$ cat config.mk
export PLATFORM = sky130hd
export DESIGN_NAME = psu_unit
export DESIGN_NICKNAME = d
export VERILOG_FILES = /design/src/rtl/psu_pkg.sv /design/src/rtl/psu_classify.sv /design/src/rtl/psu_bank.sv /design/src/rtl/psu_unit.sv
export SDC_FILE = /design/constraint.sdc
export NUM_CORES = 1
export LEC_CHECK = 0
export BUFFER_PORTS_ARGS = -buffer_cell sky130_fd_sc_hd__clkbuf_2
export CELL_PAD_IN_SITES_DETAIL_PLACEMENT = 2
export CELL_PAD_IN_SITES_GLOBAL_PLACEMENT = 2
export CORE_UTILIZATION = 33
export CTS_BUF_LIST = sky130_fd_sc_hd__clkbuf_4 sky130_fd_sc_hd__clkbuf_8
export DETAILED_ROUTE_END_ITERATION = 8
export PLACE_DENSITY_LB_ADDON = 0.12
export SLEW_MARGIN = 20
export SYNTH_ARGS = -nofsm -noshare
export SYNTH_HDL_FRONTEND = slang
export SYNTH_SLANG_ARGS = --single-unit
export TNS_END_PERCENT = 1
$ cat constraint.sdc
create_clock -name clk -period 1.7 [get_ports clk]
set_input_delay 0.255 -clock clk [delete_from_list [all_inputs] [get_ports clk]]
set_output_delay 0.255 -clock clk [all_outputs]
set_load 0.02 [all_outputs]
$ cat src/rtl/psu_pkg.sv
package psu_pkg;

   localparam int MAX_W  = 8;
   localparam int MAX_N  = 1 << MAX_W;
   localparam int IDX_SH = 3;   // log2(MAX_W), table entry stride

   typedef enum logic {OP_PRIME = 1'b0, OP_SHIFT = 1'b1} op_e;
   typedef enum logic {DIR_DOWN = 1'b0, DIR_UP = 1'b1} dir_e;

   // Trial division; 0 and 1 are not prime.
   function automatic bit prime_chk(int v);
      bit ok;
      ok = (v >= 2);
      for (int d = 2; d < 16; d++) begin
         if (ok && d < v && (v % d) == 0) ok = 1'b0;
      end
      return ok;
   endfunction

   // Membership bit per value for a w-bit range.
   function automatic logic [MAX_N-1:0] prime_mask(int w);
      logic [MAX_N-1:0] m;
      m = '0;
      for (int i = 0; i < MAX_N; i++) begin
         if (i < (1 << w)) m[i] = prime_chk(i);
      end
      return m;
   endfunction

   // Neighbour-prime table, MAX_W bits per entry, wrapping at the ends.
   function automatic logic [MAX_N*MAX_W-1:0] step_table(int w, bit up);
      logic [MAX_N*MAX_W-1:0] t;
      int n, lo, hi, pick;
      bit found;
      t  = '0;
      n  = 1 << w;
      lo = 0;
      hi = 0;
      for (int i = n - 1; i >= 0; i--) if (prime_chk(i)) lo = i;
      for (int i = 0; i < n; i++)      if (prime_chk(i)) hi = i;
      for (int i = 0; i < MAX_N; i++) begin
         if (i < n) begin
            found = 1'b0;
            pick  = up ? lo : hi;
            if (up) begin
               for (int j = 1; j < MAX_N; j++)
                  if (!found && (i + j) < n && prime_chk(i + j)) begin
                     pick  = i + j;
                     found = 1'b1;
                  end
            end else begin
               for (int j = 1; j < MAX_N; j++)
                  if (!found && (i - j) >= 0 && prime_chk(i - j)) begin
                     pick  = i - j;
                     found = 1'b1;
                  end
            end
            t[i*MAX_W +: MAX_W] = pick[MAX_W-1:0];
         end
      end
      return t;
   endfunction

endpackage

$ cat src/rtl/psu_classify.sv
module psu_classify
   import psu_pkg::*;
#(
   parameter int W = 4
) (
   input  logic [W-1:0] num,
   output logic         is_prime,
   output logic [W-1:0] next_p,
   output logic [W-1:0] prev_p,
   output logic [W-1:0] shl,
   output logic [W-1:0] shr
);

   localparam logic [MAX_N-1:0]       PMASK = prime_mask(W);
   localparam logic [MAX_N*MAX_W-1:0] UP_T  = step_table(W, 1'b1);
   localparam logic [MAX_N*MAX_W-1:0] DN_T  = step_table(W, 1'b0);

   logic [W+IDX_SH-1:0] base;

   assign base     = {num, {IDX_SH{1'b0}}};
   assign is_prime = PMASK[num];
   assign next_p   = UP_T[base +: W];
   assign prev_p   = DN_T[base +: W];

   // Logical one-bit shifts with zero fill.
   assign shl = {num[W-2:0], 1'b0};
   assign shr = {1'b0, num[W-1:1]};

endmodule

$ cat src/rtl/psu_bank.sv
module psu_bank #(
   parameter int CNT_MOD = 10,
   parameter int CW      = $clog2(CNT_MOD)
) (
   input  logic          clk,
   input  logic          rst_n,
   input  logic          clr,
   input  logic          en,
   input  logic          up,
   output logic [CW-1:0] nxt_up,
   output logic [CW-1:0] nxt_dn
);

   logic [CW-1:0] up_q, dn_q, up_inc, dn_inc;

   // Wrap: free-running when the modulus is a power of two, compare otherwise.
   generate
      if ((1 << CW) == CNT_MOD) begin : g_pow2
         assign up_inc = up_q + 1'b1;
         assign dn_inc = dn_q + 1'b1;
      end else begin : g_cmp
         assign up_inc = (up_q == CW'(CNT_MOD - 1)) ? '0 : up_q + 1'b1;
         assign dn_inc = (dn_q == CW'(CNT_MOD - 1)) ? '0 : dn_q + 1'b1;
      end
   endgenerate

   assign nxt_up = (en &&  up) ? up_inc : up_q;
   assign nxt_dn = (en && !up) ? dn_inc : dn_q;

   always_ff @(posedge clk or negedge rst_n) begin
      if (!rst_n) begin
         up_q <= '0;
         dn_q <= '0;
      end else if (clr) begin
         up_q <= '0;
         dn_q <= '0;
      end else begin
         up_q <= nxt_up;
         dn_q <= nxt_dn;
      end
   end

endmodule

$ cat src/rtl/psu_unit.sv
module psu_unit
   import psu_pkg::*;
#(
   parameter int W       = 4,
   parameter int CNT_MOD = 10,
   parameter int CW      = $clog2(CNT_MOD)
) (
   input  logic          clk,
   input  logic          rst_n,
   input  logic [W-1:0]  num_in,
   input  logic          op_sel,
   input  logic          dir_mode,
   input  logic          clr,
   output logic [CW-1:0] cnt_up,
   output logic [CW-1:0] cnt_dn,
   output logic [W-1:0]  step_val,
   output logic [W-1:0]  echo_val,
   output logic          warn
);

   localparam int NBANK = 2;

   generate
      if (W < 2 || W > MAX_W) begin : g_bad_w
         $error("psu_unit: W must be within 2..%0d", MAX_W);
      end
      if (CNT_MOD < 2 || CW < $clog2(CNT_MOD)) begin : g_bad_mod
         $error("psu_unit: CNT_MOD must be >= 2 and fit in CW bits");
      end
   endgenerate

   logic          is_p;
   logic [W-1:0]  nxt_p, prv_p, shl, shr, result;
   logic          type_ok, op_go, mism;
   logic [CW-1:0] bank_up [NBANK];
   logic [CW-1:0] bank_dn [NBANK];
   op_e           op;
   dir_e          dir;

   assign op  = op_e'(op_sel);
   assign dir = dir_e'(dir_mode);

   psu_classify #(.W(W)) u_cls (
      .num      (num_in),
      .is_prime (is_p),
      .next_p   (nxt_p),
      .prev_p   (prv_p),
      .shl      (shl),
      .shr      (shr)
   );

   assign type_ok = (op == OP_PRIME) ? is_p : !is_p;
   assign op_go   = !clr && type_ok;
   assign mism    = !clr && !type_ok;

   generate
      for (genvar b = 0; b < NBANK; b++) begin : g_bank
         psu_bank #(.CNT_MOD(CNT_MOD), .CW(CW)) u_bank (
            .clk    (clk),
            .rst_n  (rst_n),
            .clr    (clr),
            .en     (op_go && (op_sel == 1'(b))),
            .up     (dir == DIR_UP),
            .nxt_up (bank_up[b]),
            .nxt_dn (bank_dn[b])
         );
      end
   endgenerate

   always_comb begin
      unique case (op)
         OP_PRIME: result = (dir == DIR_UP) ? nxt_p : prv_p;
         OP_SHIFT: result = (dir == DIR_UP) ? shl   : shr;
         default:  result = '0;
      endcase
   end

   always_ff @(posedge clk or negedge rst_n) begin
      if (!rst_n) begin
         cnt_up   <= '0;
         cnt_dn   <= '0;
         step_val <= '0;
         echo_val <= '0;
         warn     <= 1'b0;
      end else if (clr) begin
         cnt_up   <= '0;
         cnt_dn   <= '0;
         step_val <= '0;
         echo_val <= '0;
         warn     <= 1'b0;
      end else if (mism) begin
         warn     <= 1'b1;
      end else if (op_go) begin
         cnt_up   <= bank_up[op_sel];
         cnt_dn   <= bank_dn[op_sel];
         step_val <= result;
         echo_val <= num_in;
         warn     <= 1'b0;
      end
   end

endmodule

==> results_dict.tcl <==
set metrics [dict create \
    routed_via_density 5.453 \
    critPathMaxStageDelay_ns 0.39 \
    place_ws_ns -0.1436 \
    tns_ns 0 \
    yosys.area.top_type_share 0.3343 \
    worstPathRequired_ns 1.86 \
    wl_met1_mm 3.966 \
    syn_to_final_growth_pct 26.39 \
    drive_above_1_share 0.2697 \
    drtPass1Iterations 4 \
    holdBufCountCts 0 \
    hold_class "in2async" \
    synth_edf_count 0 \
    finalNonFillerCells 455 \
    max_cap_violations 0 \
    dieHeight_um 88.51 \
    worst_r2r_path_depth 8 \
    ys.flop_type "dfrtp_1" \
    ctsRootBufferMaster "clkbuf_8" \
    final_common_cell "buf_4" \
    grt_use_total 0.2309 \
    fin_crit_sh 0.9799 \
    hold_viol 4 \
    ys_seq_area_frac 0.3343 \
    layout_common_cells "49 x buf_4, 38 x nor2_1, 33 x dfrtp_1" \
    clk_latency_ns 0.29 \
    ys_ff_latch 33 \
    antenna_found_initial 0 \
    setup_viol 0 \
    worst_ir_drop_vdd_mv 0.3085 \
    grt_overflow_total 0 \
    io_pins 26 \
    cts_buffers 5 \
    skew_ns 0.009842 \
    ys_warn_count 0 \
    end_kind "flop" \
    die_x_um 88.51 \
    diodes 0 \
    async_reset_ff_frac 1.000 \
    highest-signal-layer "met4" \
    first_iter_violations 57 \
    syn_nets 316 \
    arrival_ns 1.83 \
    gp_congestion 0.7663 \
    worst_path_most_repeated_cell "nor2_1" \
    grt_max_degree 34 \
    wl_met3_um 195 \
    finalCriticalPeriod_ns 1.666 \
    coreArea_mm2 0.007253 \
    via_count 2481 \
    dp.final_hpwl_mm 6.185 \
    die_area_mm2 0.007834 \
    path_clk_slew_ns 0.08 \
    crit_chain "inv_1 > ha_2 > buf_4 > nand2_1 > nor2_1 > nor2_1 > a311oi_1 > o22ai_1" \
    cts_htree_levels 2 \
    route.met2.wl_mm 4.275 \
    slew_headroom 0.6849 \
    wl_mm 8.549 \
    rsz0062_at_grt "true" \
    numClockSinks 33 \
    synth_area_per_cell_um2 8.430 \
    finalWorstSetupSlack_ns 0.03419 \
    run_status "complete, but fails checks" \
    grt_pass1_vias 2718 \
    dp.cells 445 \
    grt_pass1_wl_mm 13.80 \
    cpMaxStageDelayCell "dfrtp_1" \
    syn_area_mm2 0.002470 \
    cts_max_path_buffers 2 \
    whs_ns -0.003934 \
    tritoncts "yes" \
    port_buffers 25 \
    tightest_slew_ns 0.4727 \
    post-route-util 0.4304 \
    start_kind "flop" \
    route.detailed.drc 0 \
    synth_largest_area_cell "dfrtp_1" \
    p_per_area_mw_per_mm2 661.3 \
    violations "hold timing" \
    synth.top_cells.by_area "dfrtp_1 33%, ha_1 7.1%, nor2_1 5.8%, mux2i_1 5.7%, a21oi_1 5.1%" \
    fmax_ghz 0.6003 \
    initial_core_util 0.3405 \
    ant_nets 0 \
    ys_types 57 \
    slew_viol_final 0 \
    final_nets 378 \
    crit_fanout 2 \
    drt-wirelength-per-cell_um 18.79 \
    leakage_nw 1.408 \
    rows 31 \
    synthCells 293 \
    crit_type "reg2reg" \
    fill_cells 845 \
]
metrics by stage:
step                      power, W  hold slack [ns]  cell area (µm²)
after floorplan           0.001159         -0.04059             2470
after global routing      0.002171          0.03969             3122
after detailed placement  0.001378           0.3244             2987
after global placement    0.001364           0.3229             2987
after CTS                 0.002085         0.004713             3088
final                     0.002065        -0.003934             3122
registers in the layout, summed over array words and instances, names as in the netlist:
register / flops
cnt_dn: 4
step_val: 4
g_bank.u_bank.dn_q: 8
warn: 1
cnt_up: 4
g_bank.u_bank.up_q: 8
echo_val: 4
final cells by class:
class | count | area, µm² | share of cell area
multi-input cells | 230 | 1520 | 0.4870
flip-flops and latches | 33 | 825.8 | 0.2645
repair buffers | 75 | 513.0 | 0.1643
well taps | 99 | 123.9 | 0.03968
clock buffers | 7 | 96.34 | 0.03086
inverters | 10 | 37.54 | 0.01202
clock inverters | 1 | 5.005 | 0.001603
cells in the mapped netlist (7+ instances only):
library cell / n
clkbuf_1: 7
o21ai_0: 17
a21oi_1: 25
nor2b_1: 7
inv_1: 9
mux2i_1: 14
nor3_1: 7
nand3_1: 11
nand2_1: 21
nor2_1: 38
ha_1: 14
dfrtp_1: 33
buf_2: 9
routing by layer:
metal  vias to the layer above  GRT usage
met2                        37     0.4014
met1                      1250     0.3012
met4                         0    0.05572
met3                        13    0.03358
met5                         -          0
li1                       1181          -
report_power, final:
part | leakage (nW) | switching [W] | internal [W]
registers | 0.449 | 0.0000247 | 0.000820
logic | 0.905 | 0.000316 | 0.000211
clock network | 0.0542 | 0.000326 | 0.000367
total | 1.41 | 0.000667 | 0.00140
timing repair:
action,CTS,global route
buffers inserted,0,2
pin swaps,1,1
gates resized for setup,1,3
endpoints found under the setup margin,2,2
logic make-up after synthesis:
family | synth area share
AOI/OAI and AO/OA | 0.2244
xor gates and xnor gates | 0.01469
adders and majority gates | 0.07092
buffers and inverters | 0.05775
DFF | 0.3343
muxes | 0.07041
and+or+nand+nor | 0.2275
worst paths after layout:
path | to | slack (ns) | from
max in group asynchronous | cnt_dn[3]$_DFFE_PN0P_ | 1.36 | rst_n
max reg2reg | cnt_up[1]$_DFFE_PN0P_ | 0.03 | g_bank[0].u_bank.up_q[1]$_DFF_PN0_
max | cnt_up[1]$_DFFE_PN0P_ | 0.03 | g_bank[0].u_bank.up_q[1]$_DFF_PN0_
min in group clk | step_val[0]$_DFFE_PN0P_ | 0.34 | clr
min reg2reg | echo_val[2]$_DFFE_PN0P_ | 0.54 | echo_val[2]$_DFFE_PN0P_
min | warn$_DFFE_PN0P_ | -0.004 | rst_n
worst max-delay path: cells and delay by family (launching register included):
| family | cells | cell delay [ns] |
|---|---|---|
| flops | 1 | 0.39 |
| compound gates | 2 | 0.52 |
| simple gates | 3 | 0.28 |
| fa+ha+maj | 1 | 0.17 |
| buf+inv | 2 | 0.17 |
No activity file was read; power rests on OpenSTA's default activity.
